===== src/rtl/bre_pkg.sv =====
package bre_pkg;
    localparam int CFG_W = 16;

    typedef enum logic [1:0] {S_IDLE, S_LAT, S_DATA} state_t;

    function automatic logic lat_code_ok(input logic [3:0] c);
        return (c <= 4'd5) || (c >= 4'd8 && c <= 4'd13);
    endfunction

    function automatic logic [3:0] lat_to_edges(input logic [3:0] c);
        return (c <= 4'd5) ? c + 4'd2 : c;
    endfunction

    function automatic logic len_code_ok(input logic [2:0] c);
        return (c == 3'd0) || (c == 3'd2) || (c == 3'd3) || (c == 3'd4);
    endfunction

    function automatic logic [5:0] len_to_words(input logic [2:0] c);
        logic [5:0] w;
        unique case (c)
            3'd2:    w = 6'd8;
            3'd3:    w = 6'd16;
            3'd4:    w = 6'd32;
            default: w = 6'd0;
        endcase
        return w;
    endfunction
endpackage


===== src/rtl/bre_cfg.sv =====
module bre_cfg
    import bre_pkg::*;
(
    input  logic             clk,
    input  logic             rst_n,
    input  logic             we,
    input  logic [CFG_W-1:0] wdata,
    output logic [3:0]       lat_edges,
    output logic             pol,
    output logic             early,
    output logic [5:0]       len_words,
    output logic             wrap
);
    logic [3:0] lat_code_q;
    logic [2:0] len_code_q;
    logic       with_data_q;
    logic       unused_hi;

    assign unused_hi = ^wdata[CFG_W-1:10];

    always_ff @(posedge clk or negedge rst_n) begin
        if (!rst_n) begin
            lat_code_q  <= 4'hD;
            pol         <= 1'b1;
            with_data_q <= 1'b1;
            len_code_q  <= 3'd0;
            wrap        <= 1'b1;
        end else if (we) begin
            if (lat_code_ok(wdata[3:0])) lat_code_q <= wdata[3:0];
            if (len_code_ok(wdata[8:6])) len_code_q <= wdata[8:6];
            pol         <= wdata[4];
            with_data_q <= wdata[5];
            wrap        <= wdata[9];
        end
    end

    assign lat_edges = lat_to_edges(lat_code_q);
    assign len_words = len_to_words(len_code_q);
    assign early     = ~with_data_q;
endmodule


===== src/rtl/bre_array.sv =====
module bre_array #(
    parameter int AW = 16,
    parameter int DW = 16
) (
    input  logic [AW-1:0] addr,
    output logic [DW-1:0] word
);
    localparam logic [31:0] MULT = 32'd40503;
    localparam logic [DW-1:0] SALT = DW'(16'hA5C3);

    always_comb begin
        word = DW'(32'(addr) * MULT) ^ SALT;
    end
endmodule


===== src/rtl/bre_fsm.sv =====
module bre_fsm
    import bre_pkg::*;
#(
    parameter int AW = 16
) (
    input  logic          clk,
    input  logic          rst_n,
    input  logic          ce_n,
    input  logic          adv_n,
    input  logic [AW-1:0] addr_in,
    input  logic [3:0]    lat_edges,
    input  logic          early,
    input  logic [5:0]    len_words,
    input  logic          wrap,
    output state_t        st,
    output logic [AW-1:0] cur_addr,
    output logic [5:0]    len_s,
    output logic          wrap_s,
    output logic          word_valid,
    output logic          rdy_act
);
    logic [3:0] cnt;
    logic [3:0] lat_s;
    logic       early_s;
    logic [5:0] widx;
    logic [AW-1:0] blk_mask;
    logic [AW-1:0] next_addr;

    always_comb begin
        blk_mask = AW'(len_s) - AW'(1);
        if (wrap_s)
            next_addr = (cur_addr & ~blk_mask) | ((cur_addr + AW'(1)) & blk_mask);
        else
            next_addr = cur_addr + AW'(1);
    end

    always_ff @(posedge clk or negedge rst_n) begin
        if (!rst_n) begin
            st       <= S_IDLE;
            cnt      <= '0;
            lat_s    <= 4'd13;
            early_s  <= 1'b0;
            len_s    <= '0;
            wrap_s   <= 1'b0;
            widx     <= '0;
            cur_addr <= '0;
        end else if (ce_n) begin
            st <= S_IDLE;
        end else if (!adv_n) begin
            st       <= S_LAT;
            cnt      <= '0;
            cur_addr <= addr_in;
            lat_s    <= lat_edges;
            early_s  <= early;
            len_s    <= len_words;
            wrap_s   <= wrap && (len_words != 6'd0);
        end else begin
            unique case (st)
                S_IDLE: st <= S_IDLE;
                S_LAT: begin
                    cnt <= cnt + 4'd1;
                    if (cnt + 4'd1 == lat_s) begin
                        st   <= S_DATA;
                        widx <= '0;
                    end
                end
                S_DATA: begin
                    if (len_s != 6'd0 && widx == len_s - 6'd1) begin
                        st <= S_IDLE;
                    end else begin
                        widx     <= widx + 6'd1;
                        cur_addr <= next_addr;
                    end
                end
                default: st <= S_IDLE;
            endcase
        end
    end

    always_comb begin
        word_valid = 1'b0;
        rdy_act    = 1'b0;
        unique case (st)
            S_IDLE: ;
            S_LAT:  rdy_act = early_s && (cnt + 4'd1 == lat_s - 4'd1 + 4'd1) && (cnt == lat_s - 4'd1);
            S_DATA: begin
                word_valid = 1'b1;
                rdy_act    = 1'b1;
            end
            default: ;
        endcase
    end
endmodule


===== src/rtl/burst_read_engine.sv =====
module burst_read_engine
    import bre_pkg::*;
#(
    parameter int AW = 16,
    parameter int DW = 16
) (
    input  logic             clk,
    input  logic             rst_n,
    input  logic             ce_n,
    input  logic             adv_n,
    input  logic [AW-1:0]    addr_in,
    input  logic             cfg_we,
    input  logic [CFG_W-1:0] cfg_wdata,
    output logic [DW-1:0]    data_out,
    output logic             rdy
);
    logic [3:0]    lat_edges;
    logic          cfg_pol;
    logic          early;
    logic [5:0]    len_words;
    logic          wrap;
    state_t        st;
    logic [AW-1:0] cur_addr;
    logic [5:0]    len_s;
    logic          wrap_s;
    logic          word_valid;
    logic          rdy_act;
    logic [DW-1:0] word;

    bre_cfg u_cfg (
        .clk(clk), .rst_n(rst_n), .we(cfg_we), .wdata(cfg_wdata),
        .lat_edges(lat_edges), .pol(cfg_pol), .early(early),
        .len_words(len_words), .wrap(wrap)
    );

    bre_fsm #(.AW(AW)) u_fsm (
        .clk(clk), .rst_n(rst_n), .ce_n(ce_n), .adv_n(adv_n),
        .addr_in(addr_in), .lat_edges(lat_edges), .early(early),
        .len_words(len_words), .wrap(wrap), .st(st),
        .cur_addr(cur_addr), .len_s(len_s), .wrap_s(wrap_s),
        .word_valid(word_valid), .rdy_act(rdy_act)
    );

    bre_array #(.AW(AW), .DW(DW)) u_array (
        .addr(cur_addr), .word(word)
    );

    assign data_out = word_valid ? word : '0;
    assign rdy      = rdy_act ? cfg_pol : ~cfg_pol;
endmodule


===== config.mk =====
export PLATFORM = sky130hd
export DESIGN_NAME = burst_read_engine
export DESIGN_NICKNAME = d
export VERILOG_FILES = /design/src/rtl/bre_pkg.sv /design/src/rtl/bre_cfg.sv /design/src/rtl/bre_array.sv /design/src/rtl/bre_fsm.sv /design/src/rtl/burst_read_engine.sv
export SDC_FILE = /design/constraint.sdc
export NUM_CORES = 1
export LEC_CHECK = 0
export ABC_AREA = 1
export BUFFER_PORTS_ARGS = -buffer_cell sky130_fd_sc_hd__buf_2
export CAP_MARGIN = 20
export CORE_ASPECT_RATIO = 0.7
export CORE_MARGIN = 1.5
export CORE_UTILIZATION = 50
export CTS_CLUSTER_DIAMETER = 50
export DETAILED_ROUTE_END_ITERATION = 12
export GPL_ROUTABILITY_DRIVEN = 0
export MAX_ROUTING_LAYER = met4
export PLACE_DENSITY = 0.69
export SYNTH_ARGS = -nofsm -noshare
export SYNTH_HDL_FRONTEND = slang
export SYNTH_SLANG_ARGS = --single-unit

===== constraint.sdc =====
create_clock -name clk -period 11.9 [get_ports clk]
set_input_delay 0 -clock clk [delete_from_list [all_inputs] [get_ports clk]]
set_output_delay 0 -clock clk [all_outputs]
set_load 0.005 [all_outputs]

==> impl_metrics.yaml, run 1 <==
drt:
  detailed_router_iteration_count_before_antenna_repair: 5
  wirelength_microns: 13000
  drcViolationCount: 0
  post_drt_via_cell_ratio: 5.03
  routed_wire_length_per_instance_microns: 13.5
  final_antenna_net_count: 0
  num_vias: 4858
  dr.first_iter.drc_count: 347
setup_path:
  crit_path_start_kind: "register"
  critical_path_required_ns: 11.90
  critPathArrivalTime_ns: 5.37
  endpoint_kind: "output port"
  crit_fanout: 11
  path_class: "register to output port"
logic_synthesis:
  yosys_warnings: 0
  netlist.top_cell.by_area: "dfrtp_1"
  synth.cell_area_sq_um: 5580
  postSynthNetCount: 897
  synth.ff_latch_count: 47
  main_combinational_cell_family_by_area_after_synthesis: "adder cells"
  synth_async_sr_flop_share: 1.00
  syn_inst_count: 750
  share_of_synthesized_cell_area_in_full_adder_half_adder_and_majority_cells: 0.302
  netlist.area_leader.share: 0.170
  yosys.area_share.xor_xnor: 0.0518
  synth_flop_cell: "dfrtp_1"
  synth.area.top_cells: "dfrtp_1, ha_1, fa_1"
  average_footprint_of_a_synthesized_cell_sq_um: 7.44
  yosysUniqueCellTypes: 34
  synth.mux.area_fraction: 0.00403
  synth.top_cells.by_count: "nand2_1, inv_1, ha_1, nand3_1, o21ai_0"
  yosys.cell_count.top_type: "nand2_1"
  synth_simple_gate_area_share: 0.207
  number_of_synthesized_flops_with_an_enable_pin: 0
  fraction_of_the_mapped_netlist_area_in_compound_gates: 0.101
  synth.yosys.seq_area_share: 0.213
floorplan:
  num_io_pins: 54
  initial_utilization: 0.511
  die-area_sq_um: 11800
  core_area_sq_um: 10900
  chipHeight_microns: 91.4
  die_x_microns: 129
  floorplan.rows: 32
final_layout:
  area.growth.synth_to_final_pct: 12.2
  post-route-cell-area_sq_um: 6260
  drive_above_1_share: 0.0924
  finalNetCount: 958
  num_antenna_cells: 0
  finish.cell_count_without_fillers: 965
timing:
  min_period_over_period: 0.451
  tns_ns: 0
  period_needed_ns: 5.37
  fmax_mhz: 186
  setup_viol: 0
  clock_skew_ns: 0.00356
  rsz_0062_raised_after_global_routing: "no"
  worstMarginPinSlew_ns: 0.826
  timing_max_transition_violations_final: 0
  timing.max_slew.rel_slack: 0.447
  final_hold_viol_count: 0
  hold_ws_ns: 0.0125
clock_tree:
  tritoncts_clock_tree: "done"
  cts-htree-levels: 2
  clock_latency_ns: 0.29
  cts.hold.buffers_added: 15
  postCtsSetupBuffers: 0
  cts_buffer_count: 5
  cts.sinks: 47
  clockRootBuffer: "clkbuf_16"
  clkTransAtPathRegs_ns: 0.06
  cts_resized: 0
  cts_max_path_buffers: 2
placed_design:
  placement.cell_area_sq_um: 5970
  io_buffers: 47
  placed_cells_incl_taps: 942
  post-dp-hpwl_microns: 10800
outcome:
  outcome: "complete, no violations"
global_route:
  grt_max_degree: 48
  first_global_vias: 4600
  grt-ovfl-total: 0
  grt_pass1_wl_microns: 22200
  number_of_antenna_violations_at_the_first_check_in_global_routing: 0
  grt_usage: 0.246
job:
  cap_viol_max_count: 0
hold_path:
  kind_of_path_behind_the_tightest_hold_check: "primary input to register"
## cell usage in the layout (no fill, tap or decap), types with 2 or more instances in the layout
cell / Yosys / final
nand4_1: 4 / 4
dlygate4sd3_1: 0 / 15
o31ai_1: 2 / 2
buf_4: 1 / 2
mux2_2: 2 / 2
o21ai_0: 43 / 43
dfstp_2: 9 / 9
inv_1: 166 / 166
o21bai_1: 3 / 3
dfrtp_1: 38 / 38
ha_1: 69 / 69
xnor2_1: 11 / 11
o22ai_1: 2 / 2
xor2_1: 22 / 22
or2_2: 4 / 4
a21o_1: 6 / 6
buf_2: 0 / 47
clkbuf_16: 0 / 5
nor3_1: 10 / 10
a32o_1: 2 / 2
nand2_1: 176 / 176
a21oi_1: 33 / 33
nor2_1: 37 / 37
nand3_1: 44 / 44
o21ai_1: 7 / 7
fa_1: 41 / 41
## final timing paths
kind | end | startpoint | cells past startpoint | slack [ns]
hold / removal | u_fsm.cur_addr[1] | addr_in[1] | 5 | 0.01
min in group asynchronous | u_fsm.widx[5] | rst_n | 3 | 0.33
setup / recovery | data_out[14] | u_fsm.cur_addr[0] | 18 | 6.53
max in group asynchronous | async pin | rst_n | 3 | 11.16
hold reg to reg | u_cfg.wrap | u_cfg.wrap | 2 | 0.48
setup reg to reg | register | u_fsm.cur_addr[0] | 9 | 9.62
## metal layers
metal	track usage	routed length [microns]
met4	0.0346	140
met5	-	0
met2	0.335	5060
met1	0.383	6760
met3	0.0483	1040
## kinds of logic (layout without fill, tap and decap cells)
group / Yosys count / after routing
fa+ha+maj: 110 / 110
simple gates: 279 / 279
flops: 47 / 47
mux: 2 / 2
xor+xnor: 33 / 33
buf+inv: 177 / 239
compound gates: 102 / 102
## layout make-up
type | instances | area (sq um)
clock buffer | 6 | 129
clock inverter | 2 | 16.3
fill | 1042 | 4670
inverter | 167 | 627
multi-input combinational | 526 | 3710
sequential | 47 | 1190
tap | 153 | 191
timing repair buffer | 64 | 400
## critical path: stages (launching register included)
cell	delay (ns)
dfrtp_1	0.62
ha_1	0.45
ha_1	0.21
inv_1	0.13
fa_1	0.57
inv_1	0.05
fa_1	0.46
fa_1	0.54
inv_1	0.05
fa_1	0.52
inv_1	0.04
ha_1	0.40
inv_1	0.08
nor3_1	0.27
nand3_1	0.13
nand4_1	0.15
o21ai_0	0.08
a21oi_1	0.17
buf_2	0.14
## stage by stage
stage,utilization,setup slack (ns)
final,0.573,6.53
after global routing,0.573,6.26
after CTS,0.573,6.60
after detailed placement,0.546,6.93
after global placement,0.546,7.05
after floorplan,-,7.44
Power of run 1 is not shown: default switching activity piles up to over one toggle a cycle in this logic, so the estimate is an artifact.
==> run 2, diff against run 1 <==
PLACE_DENSITY = 0.72   (was 0.69)
clock period = 4.8 ns   (was 11.9 ns; I/O delays follow)
==> impl_metrics.yaml, run 2 (synthesis gave the netlist of run 1 again) <==
setup_path:
  critical-path-slowest-cell: "fa_1"
  crit_path_max_incr_delay_ns: 0.54
  critical_path_required_ns: 4.80
  reg2reg_depth: 11
  crit-reg2reg-launch: "u_fsm.len_s[3]"
  endpoint_kind: "output port"
  crit_top_cell: "fa_1"
  path_class: "register to output port"
  crit_cells: 18
  critPathArrivalTime_ns: 4.91
  ff2ff_setup_slack_ns: 2.45
  crit_family: "adder cells"
  crit_fanout: 5
  crit_chain: "ha_4 > fa_1 > inv_2 > fa_1 > inv_1 > fa_1 > fa_1 > inv_1 > fa_1 > inv_2 > ha_4 > inv_4 > nor3_4 > nand3_1 > nand4_1 > o21ai_1 > a21oi_1 > buf_2"
  worstPathBufferInverterCount: 6
  crit_path_start_kind: "register"
clock_tree:
  cts.sinks: 47
  tritoncts_clock_tree: "done"
  cts-htree-levels: 2
  clockRootBuffer: "clkbuf_16"
  cts_max_path_buffers: 2
  clock_latency_ns: 0.29
  cts_buffer_count: 5
  clkTransAtPathRegs_ns: 0.07
hold_path:
  hold_path.startpoint: "cfg_wdata[1]"
  whs_endpoint: "u_cfg.lat_code_q[1]"
  kind_of_path_behind_the_tightest_hold_check: "primary input to register"
  whs_path_depth: 3
drt:
  dr.first_iter.drc_count: 391
  met2_wirelength_microns: 6280
  detailed_router_iteration_count_before_antenna_repair: 8
  post_drt_via_cell_ratio: 5.21
  final_antenna_net_count: 0
  maxUsedRoutingLayer: "met4"
  routed_wire_length_per_instance_microns: 14.6
  num_vias: 5148
  post_route_met1_wirelength_microns: 6820
  wl_met3_microns: 1250
  drcViolationCount: 0
  wirelength_microns: 14500
floorplan:
  num_io_pins: 54
  die_x_microns: 129
  initial_utilization: 0.511
  chipHeight_microns: 91.4
  die-area_sq_um: 11800
  floorplan.rows: 32
  core_area_sq_um: 10900
placed_design:
  io_buffers: 47
  post-dp-hpwl_microns: 11200
  placement.setup.worst_slack_ns: -0.0993
global_route:
  number_of_antenna_violations_at_the_first_check_in_global_routing: 0
  grt_max_degree: 48
  grt_usage: 0.265
  grt-ovfl-total: 0
  first_global_vias: 5003
  grt_pass1_wl_microns: 24000
final_layout:
  post-route-util: 0.615
  num_antenna_cells: 0
  finalNetCount: 982
  area.growth.synth_to_final_pct: 20.5
  drive_above_1_share: 0.166
  mostFrequentLayoutCell: "nand2_1"
  most-common-layout-cells: "nand2_1, inv_1, ha_1, buf_2, nand3_1"
timing:
  final_hold_viol_count: 0
  timing.max_slew.rel_slack: 0.423
  rsz_0062_raised_after_global_routing: "yes"
  tns_ns: -0.188
  worstMarginPinSlew_ns: 0.862
  timing_max_transition_violations_final: 0
  fmax_mhz: 204
  setup_viol: 2
  setup_ws_ns: -0.106
  min_period_over_period: 1.02
  period_needed_ns: 4.91
  clock_skew_ns: 0.00672
outcome:
  violated_checks: "setup timing"
  outcome: "complete, but fails checks"
job:
  cap_viol_max_count: 0
run 2: repair_timing:
action	in CTS	in global routing
hold buffers	14	0
resized for setup	21	36
endpoints found under the hold margin	47	0
buffers inserted	7	9
cloned	0	0
pin swaps	16	19
endpoints found under the setup margin	3	8
run 2: metrics by stage:
stage	hold WS, ns	instance area [sq um]	instances
detailed placement	0.206	6030	950
floorplan	-0.296	5580	750
global route	0.0112	6730	989
finish	0.00782	6730	989
global placement	0.205	6030	950
CTS	0.00602	6480	979
run 2: final cells by class:
cell class,count,area (sq um)
fill,921,4200
multi-input combinational,526,3970
sequential,47,1200
inverter,167,629
timing repair buffer,88,607
tap,153,191
clock buffer,7,133
clock inverter,1,5.00
run 2: how the worst max path moves through the flow:
| stage | from | to | slack, ns |
|---|---|---|---|
| 2_1_floorplan | register | data_out[14] | 0.34 |
| 3_3_place_gp | register | data_out[14] | 0.09 |
| 3_5_place_dp | register | data_out[14] | -0.1 |
| 4_1_cts | register | data_out[14] | 0.0005 |
| 5_1_grt | register | data_out[15] | -0.35 |
| 6_report | register | data_out[14] | -0.11 |
run 2: worst reg2reg max path: stages (launching register included):
cell     delay, ns
dfrtp_1       0.43
inv_1         0.11
ha_1          0.22
xnor2_1       0.29
xor2_1        0.11
nand2_1       0.10
nand2_1       0.07
or2_4         0.28
nand2_4       0.23
nand2_2       0.23
nand2_1       0.12
nand2_1       0.05
run 2: per-layer routing:
layer,vias up,GRT usage
li1,2509,-
met1,2428,0.386
met2,189,0.378
met3,22,0.0713
met4,0,0.0328
met5,-,-
Power of run 2 is left out for the same reason.
==> run 3, diff against run 2 <==
GPL_TIMING_DRIVEN = 0   (was default)
==> impl_metrics.yaml, run 3 (synthesis gave the netlist of run 1 again) <==
floorplan:
  initial_utilization: 0.511
  die-area_sq_um: 11800
  die_x_microns: 129
  chipHeight_microns: 91.4
  core_area_sq_um: 10900
  floorplan.rows: 32
  num_io_pins: 54
timing:
  tns_ns: -0.0231
  rsz_0062_raised_after_global_routing: "yes"
  fmax_mhz: 207
  period_needed_ns: 4.82
  min_period_over_period: 1.00
  clock_skew_ns: 0.00703
  worstMarginPinSlew_ns: 0.611
  setup_viol: 1
  setup_ws_ns: -0.0231
  timing_max_transition_violations_final: 0
  final_hold_viol_count: 0
  timing.max_slew.rel_slack: 0.593
drt:
  post_route_met1_wirelength_microns: 7010
  drcViolationCount: 0
  wl_met3_microns: 1170
  maxUsedRoutingLayer: "met4"
  post_drt_via_cell_ratio: 5.15
  met2_wirelength_microns: 6010
  dr.first_iter.drc_count: 305
  detailed_router_iteration_count_before_antenna_repair: 6
  final_antenna_net_count: 0
  routed_wire_length_per_instance_microns: 14.3
  wirelength_microns: 14200
  num_vias: 5128
global_route:
  grt_max_degree: 48
  grt_usage: 0.262
  grt-ovfl-total: 0
  number_of_antenna_violations_at_the_first_check_in_global_routing: 0
  first_global_vias: 5012
  grt_pass1_wl_microns: 23700
clock_tree:
  cts.sinks: 47
  cts_buffer_count: 5
  clockRootBuffer: "clkbuf_16"
  cts-htree-levels: 2
  cts_max_path_buffers: 2
  clkTransAtPathRegs_ns: 0.07
  tritoncts_clock_tree: "done"
  clock_latency_ns: 0.29
final_layout:
  num_antenna_cells: 0
  finalNetCount: 989
  area.growth.synth_to_final_pct: 20.5
  drive_above_1_share: 0.173
  fillerInstances: 931
  most-common-layout-cells: "nand2_1, inv_1, ha_1, buf_2, nand3_1"
  mostFrequentLayoutCell: "nand2_1"
hold_path:
  kind_of_path_behind_the_tightest_hold_check: "primary input to register"
outcome:
  violated_checks: "setup timing"
  outcome: "complete, but fails checks"
job:
  cap_viol_max_count: 0
setup_path:
  critPathArrivalTime_ns: 4.82
  crit_path_start_kind: "register"
  crit_fanout: 6
  endpoint_kind: "output port"
  critical_path_required_ns: 4.80
  path_class: "register to output port"
placed_design:
  post-dp-hpwl_microns: 11100
  placement.setup.worst_slack_ns: -0.103
  io_buffers: 47
==> run 3: changes by cell type in the layout (fill, tap and decap cells not counted), moves of 5 or more <==
cell / delta
dfrtp_1: -5
dfrtp_2: +5
inv_2: +6
inv_1: -6
clkbuf_1: +5
==> run 3: layer usage <==
metal | vias to the layer above | track usage
met1 | 2429 | 0.390
li1 | 2519 | -
met5 | - | -
met4 | 0 | 0.0431
met2 | 170 | 0.369
met3 | 10 | 0.0583
==> run 3: stage by stage <==
step                      cells   util  area [sq um]  hold slack [ns]
after floorplan             750      -          5580           -0.296
after global placement      950  0.550          6010            0.205
after detailed placement    950  0.550          6010            0.212
after CTS                   988  0.602          6580           0.0278
after global routing        996  0.615          6730           0.0621
final                       996  0.615          6730           0.0355
==> run 3: path summary, 6_finish.rpt <==
| path | cells past startpoint | startpoint | slack [ns] | end |
|---|---|---|---|---|
| max in group asynchronous | 3 | rst_n | 4.12 | u_cfg.lat_code_q[3] |
| setup reg to reg | 11 | u_fsm.len_s[3] | 2.68 | register |
| min in group asynchronous | 2 | rst_n | 0.12 | u_fsm.widx[1] |
| setup / recovery | 20 | register | -0.02 | data_out[15] |
| hold reg to reg | 2 | u_cfg.wrap | 0.48 | u_cfg.wrap |
| hold / removal | 5 | addr_in[1] | 0.04 | u_fsm.cur_addr[1] |
==> run 3: cell type report <==
type	instances	area, sq um	area share
well taps	153	191	0.0285
inverters	167	629	0.0936
repair buffers	85	581	0.0863
clock inverters	3	20.0	0.00298
multi-input cells	526	3920	0.583
plain buffers	10	56.3	0.00837
clock buffers	5	125	0.0186
flip-flops and latches	47	1200	0.179
==> run 3: what timing repair did <==
action,4_1_cts,5_1_grt
buffers inserted,14,7
hold endpoints to repair,48,0
hold buffers,16,0
gates resized for setup,31,27
setup endpoints to repair,4,6
pin swaps,18,18
==> run 3: worst max-delay path, stage by stage, from the launching register on <==
cell	delay [ns]
dfrtp_2	0.43
buf_6	0.13
ha_4	0.20
fa_1	0.51
inv_2	0.04
fa_1	0.50
inv_1	0.05
fa_1	0.45
fa_1	0.51
inv_2	0.04
fa_2	0.53
inv_2	0.05
ha_4	0.29
buf_4	0.11
nand3_2	0.06
o21ai_1	0.13
nor2_1	0.07
nand3_1	0.08
nand2_1	0.05
nor2_1	0.16
buf_2	0.13
Power of run 3 is left out for the same reason.
